===== config.mk =====
export PLATFORM = sky130hd
export DESIGN_NAME = ham_sec_top
export DESIGN_NICKNAME = d
export VERILOG_FILES = /design/src/rtl/ham_pkg.sv /design/src/rtl/ham_encoder.sv /design/src/rtl/ham_syndrome.sv /design/src/rtl/ham_pos_decoder.sv /design/src/rtl/ham_sec_top.sv
export SDC_FILE = /design/constraint.sdc
export NUM_CORES = 1
export LEC_CHECK = 0
export BUFFER_PORTS_ARGS = -buffer_cell sky130_fd_sc_hd__buf_2
export CORE_UTILIZATION = 52
export DETAILED_ROUTE_END_ITERATION = 8
export PLACE_DENSITY = 0.89
export REMOVE_ABC_BUFFERS = 1
export SYNTH_ARGS = -nofsm -noshare
export SYNTH_HDL_FRONTEND = slang
export SYNTH_SLANG_ARGS = --single-unit

===== constraint.sdc =====
create_clock -name clk_i -period 1.4 [get_ports clk_i]
set_clock_uncertainty 0.2 [all_clocks]
set_input_delay 0 -clock clk_i [delete_from_list [all_inputs] [get_ports clk_i]]
set_output_delay 0 -clock clk_i [all_outputs]
set_load 0.05 [all_outputs]

===== src/rtl/ham_pkg.sv =====
package ham_pkg;
  localparam int MAX_W = 64;

  function automatic int chk_bits(input int m);
    int p;
    p = 0;
    while ((1 << p) < m + p + 1) p++;
    return p;
  endfunction

  function automatic bit is_pow2(input int v);
    return (v > 0) && ((v & (v - 1)) == 0);
  endfunction

  // position (1-based) of data bit j
  function automatic int data_pos(input int j);
    int r;
    int n;
    r = 0;
    n = 0;
    for (int p = 1; p < MAX_W; p++) begin
      if (!is_pow2(p)) begin
        if (n == j && r == 0) r = p;
        n++;
      end
    end
    return r;
  endfunction

  // positions 1..w whose index has bit k set
  function automatic logic [MAX_W-1:0] cover_mask(input int k, input int w);
    logic [MAX_W-1:0] m;
    m = '0;
    for (int p = 1; p <= w; p++) begin
      if (((p >> k) & 1) == 1) m[p-1] = 1'b1;
    end
    return m;
  endfunction
endpackage


===== src/rtl/ham_encoder.sv =====
module ham_encoder #(
  parameter int DATA_W = 8,
  localparam int CHK_W = ham_pkg::chk_bits(DATA_W),
  localparam int CW_W  = DATA_W + CHK_W
) (
  input  logic [DATA_W-1:0] data_i,
  output logic [CW_W-1:0]   word_o
);
  import ham_pkg::*;

  logic [CW_W-1:0]  base;
  logic [CHK_W-1:0] chk;

  always_comb begin
    base = '0;
    for (int j = 0; j < DATA_W; j++) base[data_pos(j)-1] = data_i[j];
  end

  for (genvar k = 0; k < CHK_W; k++) begin : g_chk
    localparam logic [MAX_W-1:0] COVER = cover_mask(k, CW_W);
    assign chk[k] = ^(base & COVER[CW_W-1:0]);
  end

  always_comb begin
    word_o = base;
    for (int k = 0; k < CHK_W; k++) word_o[(1 << k) - 1] = chk[k];
  end
endmodule


===== src/rtl/ham_syndrome.sv =====
module ham_syndrome #(
  parameter int CW_W  = 12,
  parameter int CHK_W = 4
) (
  input  logic [CW_W-1:0]  cw_i,
  output logic [CHK_W-1:0] syn_o
);
  import ham_pkg::*;

  for (genvar k = 0; k < CHK_W; k++) begin : g_syn
    localparam logic [MAX_W-1:0] COVER = cover_mask(k, CW_W);
    assign syn_o[k] = ^(cw_i & COVER[CW_W-1:0]);
  end
endmodule


===== src/rtl/ham_pos_decoder.sv =====
module ham_pos_decoder #(
  parameter int DATA_W = 8,
  parameter int CW_W   = 12,
  parameter int CHK_W  = 4
) (
  input  logic [CHK_W-1:0]  syn_i,
  output logic [DATA_W-1:0] flip_o
);
  import ham_pkg::*;

  logic [CW_W-1:0] hot;

  for (genvar p = 1; p <= CW_W; p++) begin : g_hot
    assign hot[p-1] = (syn_i == CHK_W'(p));
  end

  // only data positions drive the mask; check-bit outputs stay unused
  for (genvar j = 0; j < DATA_W; j++) begin : g_flip
    assign flip_o[j] = hot[data_pos(j)-1];
  end

  always_comb begin
    a_r3_hot_onehot: assert ($onehot0(hot));
    a_r5_single_flip: assert ($countones(flip_o) <= 1);
  end

  logic unused_hot;
  always_comb begin
    unused_hot = 1'b0;
    for (int k = 0; k < CHK_W; k++) unused_hot = unused_hot ^ hot[(1 << k) - 1];
  end
endmodule


===== src/rtl/ham_sec_top.sv =====
module ham_sec_top #(
  parameter int DATA_W = 8,
  localparam int CHK_W = ham_pkg::chk_bits(DATA_W),
  localparam int CW_W  = DATA_W + CHK_W
) (
  input  logic              clk_i,
  input  logic              rst_ni,
  input  logic              valid_i,
  input  logic [CW_W-1:0]   codeword_i,
  input  logic [DATA_W-1:0] enc_data_i,
  output logic [CW_W-1:0]   enc_word_o,
  output logic              valid_o,
  output logic [DATA_W-1:0] data_o,
  output logic [CHK_W-1:0]  syndrome_o,
  output logic              err_o
);
  import ham_pkg::*;

  logic [CHK_W-1:0]  syn;
  logic [DATA_W-1:0] flip;
  logic [DATA_W-1:0] rx_data;

  ham_encoder #(.DATA_W(DATA_W)) u_enc (
    .data_i (enc_data_i),
    .word_o (enc_word_o)
  );

  ham_syndrome #(.CW_W(CW_W), .CHK_W(CHK_W)) u_syn (
    .cw_i  (codeword_i),
    .syn_o (syn)
  );

  ham_pos_decoder #(.DATA_W(DATA_W), .CW_W(CW_W), .CHK_W(CHK_W)) u_dec (
    .syn_i  (syn),
    .flip_o (flip)
  );

  for (genvar j = 0; j < DATA_W; j++) begin : g_rx
    assign rx_data[j] = codeword_i[data_pos(j)-1];
  end

  always_ff @(posedge clk_i or negedge rst_ni) begin
    if (!rst_ni) begin
      valid_o    <= 1'b0;
      data_o     <= '0;
      syndrome_o <= '0;
      err_o      <= 1'b0;
    end else begin
      valid_o <= valid_i;
      if (valid_i) begin
        data_o     <= rx_data ^ flip;
        syndrome_o <= syn;
        err_o      <= (syn != '0);
      end
    end
  end

  a_r8_valid_follows: assert property (@(posedge clk_i) disable iff (!rst_ni)
    valid_i |=> valid_o);
  a_r8_valid_single: assert property (@(posedge clk_i) disable iff (!rst_ni)
    !valid_i |=> !valid_o);
  a_r8_hold: assert property (@(posedge clk_i) disable iff (!rst_ni)
    !valid_i |=> ($stable(data_o) && $stable(syndrome_o) && $stable(err_o)));
  a_r4_clean_pass: assert property (@(posedge clk_i) disable iff (!rst_ni)
    valid_i && (syn == '0) |=> (data_o == $past(rx_data)) && !err_o);
  a_r5_at_most_one_fix: assert property (@(posedge clk_i) disable iff (!rst_ni)
    valid_i |=> $countones(data_o ^ $past(rx_data)) <= 1);
  a_r7_flag_matches: assert property (@(posedge clk_i) disable iff (!rst_ni)
    valid_o |-> (err_o == (syndrome_o != '0)));
endmodule


==> metrics.txt <==
IO Pins 49; Mapped Area 1200 µm²; number of global-route vias before repair 1,113; footprint of the multi-input gates 815 µm²; TritonCTS clock tree done; Mean Syn Cell Area 10.8 µm²; crit path launch type input port; reg-to-reg slack, setup 0.44 ns; clk_lat worst skew 0.29 ns; hpwl dp 2280 µm; status complete, no violations; worst-path fanout max 5; crit path time final 1.37 ns; Clk pwr share 0.137; PortBufs 48; CTS Buffer Depth 2; Die Y 50.1 µm; CP Data Required Time 1.37 ns; critical path capture point type register; Seq cells post-synth 14; kind of critical path input port to register; final wirelength 3350 µm; part of the power in combinational logic 0.625; Mapped Cells 112; Final Hold Viols 0; Int Power 1.14 mW; fin crit share 0.979; Area Overhead vs Synth 44.1%; CTS sink cnt 14; largest net degree at the start of global routing 27; worst-margin pin slew 0.328 ns; CP arrival 1.34 ns; Final ANT Viol Nets 0; total track usage 0.250; cts bufs inserted 3; Switch Pwr 1.05 mW; fillers 133; htree depth 1; Die W 50.1 µm; WHS 0.0353 ns; area leader, netlist dfrtp_1; grt total ovfl 0; sw frac 0.479; RSZ-0062 raised after global routing no; Distinct cells, synth 25; total die area 2510 µm²; Max Cap Viol 0; Slew Limit Fails 0; Relative slew margins 0.781; RR Startpoint syndrome_o[2]; Vias 1,170; Reg clk slew, reported paths 0.10 ns; end of the critical path data_o[7]; root buffer cell clkbuf_4; Core ar. 2190 µm²; area fraction of the dominant cell type after synthesis 0.291; starting density of the core 0.550; HP Class input port to register; site row count 17; # DRC 0; first-pass GRT wire length 4800 µm; Core Util, Final 0.793; share of cells above drive strength 1 0.494; DR WL/cell 16.1 µm; R2R Path End syndrome_o[2]; register area share after synthesis 0.291; Iteration-0 DRC Markers 29; Power Density 1270 nW/µm²; antenna violations before repair 0; Fmax 0.730 GHz; nets 204; ranking of synthesized cells by area dfrtp_1, xnor2_1, xor3_1, a41o_1, xnor3_1; peak supply drop 1.02 mV; register area 350 µm²; static leakage 0.877 nW; drt pass-1 iters 5; Yosys warning count 0; setup violators final 0; Reg2Reg Depth 1; # diodes 0; Routability Congestion 0.891; crit path from codeword_i[10]; sequential power share 0.238; vias per cell 5.63
[cell usage in the layout, fill, tap and decap left out, drive strengths merged, types with 7 or more instances in the layout]
cell type,netlist,layout
nand4,7,7
a41o,7,7
buf,9,68
xnor2,18,18
nand2,7,7
inv,8,8
o221ai,7,7
dlygate4sd3,0,7
dfrtp,14,14
nand2b,7,7
[timing repair]
item	4_1_cts	5_1_grt
pin swaps	0	2
gates resized for setup	3	8
hold endpoints to repair	21	0
buffers inserted	0	4
hold buffers	7	0
gates cloned	0	1
setup endpoints to repair	6	9
[metal layers]
layer,GRT usage,vias up,wire length (µm),part of all wire
li1,-,537,-,-
met1,0.284,565,1280,0.38
met2,0.458,58,1780,0.53
met3,0.0394,10,193,0.058
met4,0.105,0,92,0.027
met5,0,-,0,0
[synth_stat cells, drive strengths merged]
cell type / instances
mux2: 2
nor4: 1
nand2: 7
xor2: 5
inv: 8
nand4: 7
nand2b: 7
nor2: 3
o41ai: 1
a31oi: 1
xnor2: 18
a21oi: 3
xnor3: 4
buf: 9
a41o: 7
o221ai: 7
o22ai: 1
xor3: 3
dfrtp: 14
clkbuf: 4
[power groups by stage]
stage               Sequential, mW  Combinational, mW  Clock, mW
floorplan                    0.799              0.540          0
global placement             0.523               1.18          0
detailed placement           0.528               1.21          0
CTS                          0.522               1.26      0.298
global route                 0.529               1.44      0.320
finish                       0.522               1.37      0.301
[worst max-delay path, stage by stage]
cell and delay [ns]:
buf_2 0.15, xnor2_2 0.23, xnor3_2 0.52, o41ai_2 0.33
o22ai_1 0.11
[worst min path at each step]
stage                       start             to  slack [ns]  cells past startpoint
CTS                 codeword_i[2]      data_o[0]      0.0009                      4
floorplan                  rst_ni      data_o[0]       -0.50                      0
finish              codeword_i[2]      data_o[0]        0.04                      4
detailed placement         rst_ni  syndrome_o[3]       -0.28                      1
global route        codeword_i[2]      data_o[0]        0.03                      4
global placement           rst_ni      data_o[5]       -0.29                      1
[sequential cells by signal, summed over array words and instances, names as in the netlist]
name and cells:
valid_o 1, err_o 1, syndrome_o 4, data_o 8
[cell type report]
| cell class | instances | area share |
|---|---|---|
| Tap cell | 28 | 0.0202 |
| Inverter | 8 | 0.0173 |
| Multi-Input combinational cell | 78 | 0.469 |
| Clock buffer | 4 | 0.0209 |
| Timing Repair Buffer | 76 | 0.271 |
| Sequential cell | 14 | 0.202 |
[stage by stage]
step                      TNS, ns  std cells  setup slack, ns  total power, mW  instance area, µm²
final                           0        208           0.0301             2.20                1740
after CTS                       0        203          0.00359             2.08                1650
after global routing            0        208          0.00664             2.29                1740
after floorplan            -0.556         99          -0.0998             1.34                1110
after detailed placement    -3.14        192           -0.340             1.74                1520
after global placement      -2.45        192           -0.280             1.71                1520
[logic make-up (layout without fill, tap and decap cells)]
family,after synthesis,after routing,synth area share
multiplexers,2,2,0.0187
buffers and inverters,21,88,0.0997
AO/OA/AOI/OAI,20,20,0.145
flip-flops,14,14,0.291
AND/OR/NAND/NOR,25,25,0.109
XOR/XNOR,30,31,0.336
(Power assumes the default switching activity.)
